--- src/rtl/pev_pkg.sv ---
`timescale 1ns/1ps
package pev_pkg;

  localparam int MODE_W = 4;

  typedef enum logic [MODE_W-1:0] {
    MD_OFF      = 4'd0,
    MD_DMA_RISE = 4'd1,
    MD_DMA_FALL = 4'd2,
    MD_DMA_BOTH = 4'd3,
    MD_IRQ_LOW  = 4'd8,
    MD_IRQ_RISE = 4'd9,
    MD_IRQ_FALL = 4'd10,
    MD_IRQ_BOTH = 4'd11,
    MD_IRQ_HIGH = 4'd12
  } mode_e;

  typedef struct packed {
    logic on_rise;
    logic on_fall;
    logic on_low;
    logic on_high;
    logic to_dma;
    logic to_irq;
  } sense_t;

  function automatic sense_t decode_mode(logic [MODE_W-1:0] code);
    sense_t s;
    s = '0;
    case (code)
      MD_DMA_RISE: begin s.on_rise = 1'b1; s.to_dma = 1'b1; end
      MD_DMA_FALL: begin s.on_fall = 1'b1; s.to_dma = 1'b1; end
      MD_DMA_BOTH: begin s.on_rise = 1'b1; s.on_fall = 1'b1; s.to_dma = 1'b1; end
      MD_IRQ_LOW:  begin s.on_low  = 1'b1; s.to_irq = 1'b1; end
      MD_IRQ_RISE: begin s.on_rise = 1'b1; s.to_irq = 1'b1; end
      MD_IRQ_FALL: begin s.on_fall = 1'b1; s.to_irq = 1'b1; end
      MD_IRQ_BOTH: begin s.on_rise = 1'b1; s.on_fall = 1'b1; s.to_irq = 1'b1; end
      MD_IRQ_HIGH: begin s.on_high = 1'b1; s.to_irq = 1'b1; end
      default:     s = '0;
    endcase
    return s;
  endfunction

endpackage

--- src/rtl/pev_sync.sv ---
`timescale 1ns/1ps
module pev_sync #(
  parameter int WIDTH = 32
) (
  input  logic             clk,
  input  logic             rst_n,
  input  logic [WIDTH-1:0] async_i,
  output logic [WIDTH-1:0] sync_o
);

  logic [WIDTH-1:0] meta_q, meta_d;
  logic [WIDTH-1:0] stab_q, stab_d;

  always_comb begin
    meta_d = async_i;
    stab_d = meta_q;
  end

  always_ff @(posedge clk or negedge rst_n) begin
    if (!rst_n) begin
      meta_q <= '0;
      stab_q <= '0;
    end else begin
      meta_q <= meta_d;
      stab_q <= stab_d;
    end
  end

  assign sync_o = stab_q;

endmodule

--- src/rtl/pev_detect.sv ---
`timescale 1ns/1ps
module pev_detect
  import pev_pkg::*;
#(
  parameter int NUM_PINS = 32
) (
  input  logic                         clk,
  input  logic                         rst_n,
  input  logic [NUM_PINS-1:0]          lvl_i,
  input  logic [NUM_PINS*MODE_W-1:0]   mode_i,
  output logic [NUM_PINS-1:0]          edge_evt_o,
  output logic [NUM_PINS-1:0]          level_evt_o,
  output logic [NUM_PINS-1:0]          dma_sel_o,
  output logic [NUM_PINS-1:0]          irq_sel_o
);

  logic [NUM_PINS-1:0] prev_q, prev_d;

  always_comb prev_d = lvl_i;

  always_ff @(posedge clk or negedge rst_n) begin
    if (!rst_n) prev_q <= '0;
    else        prev_q <= prev_d;
  end

  for (genvar g = 0; g < NUM_PINS; g++) begin : g_pin
    sense_t sense;
    logic   rose, fell;

    assign sense = decode_mode(mode_i[g*MODE_W +: MODE_W]);
    assign rose  = lvl_i[g] & ~prev_q[g];
    assign fell  = ~lvl_i[g] & prev_q[g];

    assign edge_evt_o[g]  = (sense.on_rise & rose) | (sense.on_fall & fell);
    assign level_evt_o[g] = (sense.on_low & ~lvl_i[g]) | (sense.on_high & lvl_i[g]);
    assign dma_sel_o[g]   = sense.to_dma;
    assign irq_sel_o[g]   = sense.to_irq;

    // an edge event needs a real change of the synchronised level
    p_edge_is_change_r3: assert property (@(posedge clk) disable iff (!rst_n)
      edge_evt_o[g] |-> (lvl_i[g] != $past(lvl_i[g])));
  end

endmodule

--- src/rtl/pev_flags.sv ---
`timescale 1ns/1ps
module pev_flags #(
  parameter int NUM_PINS = 32
) (
  input  logic                clk,
  input  logic                rst_n,
  input  logic [NUM_PINS-1:0] set_edge_i,
  input  logic [NUM_PINS-1:0] set_level_i,
  input  logic [NUM_PINS-1:0] clr_sw_i,
  input  logic [NUM_PINS-1:0] clr_dma_i,
  output logic [NUM_PINS-1:0] flags_o
);

  logic [NUM_PINS-1:0] flags_q, flags_d;
  logic [NUM_PINS-1:0] clr_any, set_any;

  always_comb begin
    clr_any = clr_sw_i | clr_dma_i;
    // level sets yield to a clear in the same cycle and return one cycle later
    set_any = set_edge_i | (set_level_i & ~clr_any);
    flags_d = (flags_q & ~clr_any) | set_any;
  end

  always_ff @(posedge clk or negedge rst_n) begin
    if (!rst_n) flags_q <= '0;
    else        flags_q <= flags_d;
  end

  assign flags_o = flags_q;

  // an edge event always leaves its flag set, even under a clear
  p_set_wins_r10: assert property (@(posedge clk) disable iff (!rst_n)
    (set_edge_i != '0) |=> ((flags_q & $past(set_edge_i)) == $past(set_edge_i)));

  // a cleared flag without an edge event reads zero afterwards
  p_clear_drops_r5: assert property (@(posedge clk) disable iff (!rst_n)
    (clr_sw_i != '0) |=> ((flags_q & $past(clr_sw_i & ~set_edge_i)) == '0));

  // an acknowledged flag without an edge event reads zero afterwards
  p_ack_drops_r9: assert property (@(posedge clk) disable iff (!rst_n)
    (clr_dma_i != '0) |=> ((flags_q & $past(clr_dma_i & ~set_edge_i)) == '0));

endmodule

--- src/rtl/pin_event_ctrl.sv ---
`timescale 1ns/1ps
module pin_event_ctrl
  import pev_pkg::*;
#(
  parameter int NUM_PINS = 32,
  parameter int DATA_W   = 32,
  parameter int ADDR_W   = $clog2(NUM_PINS + 1)
) (
  input  logic                clk,
  input  logic                rst_n,
  input  logic [NUM_PINS-1:0] pin_i,
  input  logic                bus_sel_i,
  input  logic                bus_wr_i,
  input  logic [ADDR_W-1:0]   bus_addr_i,
  input  logic [DATA_W-1:0]   bus_wdata_i,
  output logic [DATA_W-1:0]   bus_rdata_o,
  output logic                irq_o,
  output logic                dma_req_o,
  input  logic                dma_ack_i
);

  localparam logic [ADDR_W-1:0] STAT_ADDR = ADDR_W'(NUM_PINS);
  localparam int                MODES_W   = NUM_PINS * MODE_W;

  // reset: asserted at once, released after two clock edges
  logic [1:0] rst_pipe_q;
  logic       rst_int_n;

  always_ff @(posedge clk or negedge rst_n) begin
    if (!rst_n) rst_pipe_q <= 2'b00;
    else        rst_pipe_q <= {rst_pipe_q[0], 1'b1};
  end
  assign rst_int_n = rst_pipe_q[1];

  // mode registers
  logic               bus_wr_stb;
  logic               mode_we;
  logic [MODES_W-1:0] mode_q, mode_d;

  assign bus_wr_stb = bus_sel_i & bus_wr_i;
  assign mode_we    = bus_wr_stb & (bus_addr_i < STAT_ADDR);

  for (genvar g = 0; g < NUM_PINS; g++) begin : g_mode
    logic hit;
    assign hit = bus_wr_stb & (bus_addr_i == ADDR_W'(g));
    assign mode_d[g*MODE_W +: MODE_W] =
      hit ? bus_wdata_i[MODE_W-1:0] : mode_q[g*MODE_W +: MODE_W];
  end

  always_ff @(posedge clk or negedge rst_int_n) begin
    if (!rst_int_n)   mode_q <= '0;
    else if (mode_we) mode_q <= mode_d;
  end

  // synchroniser, detection, flags
  logic [NUM_PINS-1:0] lvl_sync;
  logic [NUM_PINS-1:0] edge_evt, level_evt, dma_sel, irq_sel;
  logic [NUM_PINS-1:0] clr_sw, clr_dma, flags;

  pev_sync #(.WIDTH(NUM_PINS)) u_sync (
    .clk     (clk),
    .rst_n   (rst_int_n),
    .async_i (pin_i),
    .sync_o  (lvl_sync)
  );

  pev_detect #(.NUM_PINS(NUM_PINS)) u_detect (
    .clk         (clk),
    .rst_n       (rst_int_n),
    .lvl_i       (lvl_sync),
    .mode_i      (mode_q),
    .edge_evt_o  (edge_evt),
    .level_evt_o (level_evt),
    .dma_sel_o   (dma_sel),
    .irq_sel_o   (irq_sel)
  );

  assign clr_sw  = (bus_wr_stb && bus_addr_i == STAT_ADDR) ?
                   bus_wdata_i[NUM_PINS-1:0] : '0;
  assign clr_dma = dma_ack_i ? dma_sel : '0;

  pev_flags #(.NUM_PINS(NUM_PINS)) u_flags (
    .clk         (clk),
    .rst_n       (rst_int_n),
    .set_edge_i  (edge_evt),
    .set_level_i (level_evt),
    .clr_sw_i    (clr_sw),
    .clr_dma_i   (clr_dma),
    .flags_o     (flags)
  );

  // outputs
  assign irq_o     = |(flags & irq_sel);
  assign dma_req_o = |(flags & dma_sel);

  always_comb begin
    bus_rdata_o = '0;
    if (bus_addr_i < STAT_ADDR)
      bus_rdata_o = DATA_W'(mode_q[int'(bus_addr_i)*MODE_W +: MODE_W]);
    else if (bus_addr_i == STAT_ADDR)
      bus_rdata_o = DATA_W'(flags);
  end

  logic [NUM_PINS-1:0] off_mask;
  assign off_mask = ~(dma_sel | irq_sel);

  // a clear flag on a disabled pin stays clear
  p_off_stays_clear_r7: assert property (@(posedge clk) disable iff (!rst_int_n)
    1'b1 |=> ((flags & $past(off_mask & ~flags)) == '0));

  // no pending flag means both request lines are low
  p_quiet_outputs_r8: assert property (@(posedge clk) disable iff (!rst_int_n)
    (flags == '0) |-> (!irq_o && !dma_req_o));

endmodule

--- config.mk ---
export PLATFORM = sky130hd
export DESIGN_NAME = pin_event_ctrl
export DESIGN_NICKNAME = d
export VERILOG_FILES = /design/src/rtl/pev_pkg.sv /design/src/rtl/pev_sync.sv /design/src/rtl/pev_detect.sv /design/src/rtl/pev_flags.sv /design/src/rtl/pin_event_ctrl.sv
export SDC_FILE = /design/constraint.sdc
export NUM_CORES = 1
export LEC_CHECK = 0
export CORE_ASPECT_RATIO = 2
export CORE_MARGIN = 2
export CORE_UTILIZATION = 58
export CTS_CLUSTER_SIZE = 24
export DETAILED_ROUTE_END_ITERATION = 10
export PLACE_DENSITY = 0.89
export SKIP_LAST_GASP = 1
export SLEW_MARGIN = 10
export SYNTH_ARGS = -nofsm -noshare
export SYNTH_HDL_FRONTEND = slang
export SYNTH_HIERARCHICAL = 1
export SYNTH_SLANG_ARGS = --single-unit
--- constraint.sdc ---
create_clock -name clk -period 9 [get_ports clk]
set_clock_uncertainty 0.15 [all_clocks]
set_input_delay 1.8 -clock clk [delete_from_list [all_inputs] [get_ports clk]]
set_output_delay 1.8 -clock clk [all_outputs]
set_load 0.01 [all_outputs]
==> impl_summary.log <==
INFO  metric outcome = complete, no violations
INFO  metric via_per_inst = 6.55
INFO  metric finalCriticalPeriod = around 6700 ps
INFO  metric max_freq = 150 MHz
INFO  metric start_util = 58.7%
INFO  metric worst-endpoint-arrival = 4720 ps
INFO  metric number_of_warning_messages_in_the_yosys_log = 6
INFO  metric worst_slew_margin_rel = 22.5%
INFO  metric power.static_leakage = 0.00633 µW
INFO  metric critPathTopFamily = simple AND/OR/NAND/NOR gates
INFO  metric final_cells = 1,452
INFO  metric worst_pin_slew = 1150 ps
INFO  metric fp.dieArea = 22,900 µm²
INFO  metric combinationalPowerShare = ~16%
INFO  metric final_min_period_over_clock_period = 74.1%
INFO  metric grt_pass1_wl = 56.4 mm
INFO  metric syn_inst = ~1,100
INFO  metric grt_max_degree = 82
INFO  metric postSynth.topFlopCell = dfrtp_1
INFO  metric htreeDepth = 1
INFO  metric yosys.area.top_type_share = between 50% and 60%
INFO  metric p_sw_share = 30.0%
INFO  metric setup-violations-final = 0
INFO  metric place_area = 13,900 µm²
INFO  metric num_antenna_cells = 0
INFO  metric clock_path_buffers = 3
INFO  metric timing.reg2reg.setup_slack = 6490 ps
INFO  metric last_weighted_congestion_value_of_the_routability_driven_placer = 0.984
INFO  metric cts_tree = done
INFO  metric die_height = between 200 and 250 µm
INFO  metric num-nets-final = between 1,000 and 1,500
INFO  metric synth-edff-count = 0
INFO  metric synth_seq_cells = 258
INFO  metric critical_path.max_fanout = 40
INFO  metric numCtsBuffers = 23
INFO  metric cts_post_setup_buffers_inserted = 0
INFO  metric peak_supply_drop = around 0.00016 V
INFO  metric clk_root_buffer_cell = clkbuf_16
INFO  metric cts-resized-gates = 0
INFO  metric detail_route.iter0.violations = 690
INFO  metric worst_path_slowest_cell = nor4_4
INFO  metric critical_path.most_common_cell = clkdlybuf4s50_1
INFO  metric power.share.clock = 33.0%
INFO  metric grt_overall_usage = 33.5%
INFO  metric worstSetupPathType = in -> out
INFO  metric slew_viol_final = 0
INFO  metric hold_buffers = 0
INFO  metric layout.cell_area.non_filler = about 15,000 µm²
INFO  metric wl = 37.2 mm
INFO  metric drive_gt1_share = 20.4%
INFO  metric buffer_ports.inserted = 108
INFO  metric dp_wirelength = 26.2 mm
INFO  metric netlist_top_cells_area = dfrtp_1 51%, mux2_2 11%, mux4_2 5.7%
INFO  metric worst_path_largest_cell_delay = 900 ps
INFO  metric cts.sinks = roughly 260
INFO  metric grt_pass1_vias = 9,691
INFO  metric hold_path_class = reg -> async
INFO  metric seq_power_share = around half
INFO  metric drt_drc_violations_left = 0
INFO  metric power.internal = 2120 µW
INFO  metric setup_repair_after_global_routing_missed_its_margin = no
INFO  metric io_pins = 109
INFO  metric final.setup.tns = 0 ps
INFO  metric routedWlPerCell = around 26 µm
INFO  metric clkLatencyLatePin = roughly 540 ps
INFO  metric worst-path-buf-inv = 3
INFO  metric post_synthesis_cell_area = 12,600 µm²
INFO  metric die_w = 108 µm
INFO  metric crit_path_cell_trace = clkdlybuf4s50_1 -> or2_1 -> nor4_4 -> buf_12 -> and2_1 -> clkdlybuf4s50_1
INFO  metric layout.core_utilization = around two thirds
INFO  metric syn_to_final_growth = 16.6%
INFO  metric syn-num-nets = 1,135
INFO  metric clk_pin_slew_worst_paths = 60 ps
INFO  metric synth_area_per_cell = 11.8 µm²
INFO  metric p_per_area = approximately 210 nW/µm²
INFO  metric max_cap_violations = 0
INFO  metric drt.antenna.violating_nets = 0
INFO  metric critPathLaunchType = input port
INFO  metric hold_viol_final = 0
INFO  metric netlist.top_cell.by_area = dfrtp_1
INFO  metric synth.distinct_cells = 32
INFO  metric cp.required = 7050 ps
INFO  metric place.detailed.instances = 1,412
INFO  metric critical_path.endpoint_type = output port
INFO  metric ys_async_sr_fraction = between 90% and 100%
INFO  metric antenna_violations_before_repair = 0
INFO  metric design.core.area = 21,400 µm²
INFO  metric detail_route.first_pass.iterations = 8
INFO  metric yosysSeqAreaShare = 51.4%
INFO  metric cell_row_count = 76
INFO  metric gr-total-overflow = 0
INFO  metric vias = 9,514
INFO  metric p_switching = just over 900 µW
-- placed cells by master, fill, tap and decap left out, types with 10 or more instances in the layout --
cell type        Yosys  routed
dfrtp_1            258     257
mux2_2             128     128
clkdlybuf4s50_1      0     103
and2_1              94      94
nor2_1              90      90
and3_1              64      64
nand3b_1            64      64
a22oi_1             48      48
a21oi_1             36      36
mux4_2              32      32
xnor2_1             32      32
o21ai_0             32      32
nor3_1              32      32
inv_1               32      32
o31ai_2             32      32
clkbuf_16            0      23
nand2_1             14      14
nand4_1             10      10
-- flip-flops by register name (all words and copies together) (netlist names) --
signal and flops:
u_flags/flags_o 32, u_sync/sync_o 32, u_sync/meta_q 32, u_detect/prev_q 32
rst_pipe_q 2, mode_q 128
-- through the flow --
| stage | setup WS [ps] | power (µW) | hold WS (ps) |
|---|---|---|---|
| after CTS | 2370 | 3030 | 80.5 |
| after global routing | 2170 | 3140 | 94.4 |
| final | 2330 | 3030 | 68.3 |
| after detailed placement | 2380 | 2030 | 77.8 |
| after global placement | 2440 | 2010 | 72.8 |
| after floorplan | 1130 | 1760 | 181 |
-- kinds of logic (layout without fill, tap and decap cells) --
| group | Yosys count | count (layout) | share of synthesized area (%) |
|---|---|---|---|
| other | 1 | 1 | 0.0299 |
| AOI/OAI and AO/OA | 156 | 156 | 9.29 |
| buffers and inverters | 69 | 188 | 2.17 |
| and+or+nand+nor | 384 | 384 | 17.6 |
| xor gates and xnor gates | 32 | 32 | 2.23 |
| DFF | 258 | 258 | 51.4 |
| muxes | 160 | 160 | 17.2 |
-- cell type report --
type	instances	area, µm²
Timing Repair Buffer	116	1130
Clock buffer	35	681
Inverter	32	120
Sequential cell	258	6460
Multi-Input combinational cell	733	5820
Fill cell	1539	6760
Tap cell	273	342
Clock inverter	5	78.8
-- Yosys cell counts, types with 14 or more instances --
cell      count
a21oi_1      36
a22oi_1      48
and2_1       94
and3_1       64
clkbuf_1     28
dfrtp_1     258
inv_1        32
mux2_2      128
mux4_2       32
nand2_1      14
nand3b_1     64
nor2_1       90
nor3_1       32
o21ai_0      32
o31ai_2      32
xnor2_1      32
-- power groups by stage --
stage	registers (µW)	logic, µW	clock network (µW)
after global placement	1560	459	0
after detailed placement	1560	473	0
after floorplan	1450	319	0
final	1550	485	1000
after global routing	1560	520	1060
after CTS	1540	478	1020
-- path summary, 6_finish.rpt --
path                                             start                            end  cells after the start
hold reg to reg                rst_pipe_q[1]$_DFF_PN0_    u_sync/sync_o[30]$_DFF_PN0_                      0
max in group asynchronous      rst_pipe_q[1]$_DFF_PN0_  u_flags/flags_o[12]$_DFF_PN0_                      2
min in group clk           u_sync/meta_q[12]$_DFF_PN0_    u_sync/sync_o[12]$_DFF_PN0_                      0
setup / recovery                         bus_addr_i[2]                 bus_rdata_o[5]                      6
setup reg to reg               rst_pipe_q[1]$_DFF_PN0_  u_flags/flags_o[12]$_DFF_PN0_                      2
hold / removal                 rst_pipe_q[1]$_DFF_PN0_    u_sync/sync_o[30]$_DFF_PN0_                      0
-- metal layers --
metal / track usage [%] / wire length (µm)
met3: 4.94 / 2650
met5: 0 / 0
met1: 39.2 / 12700
met4: 23.5 / 3110
met2: 55.8 / 18800
(Power assumes the default switching activity.)
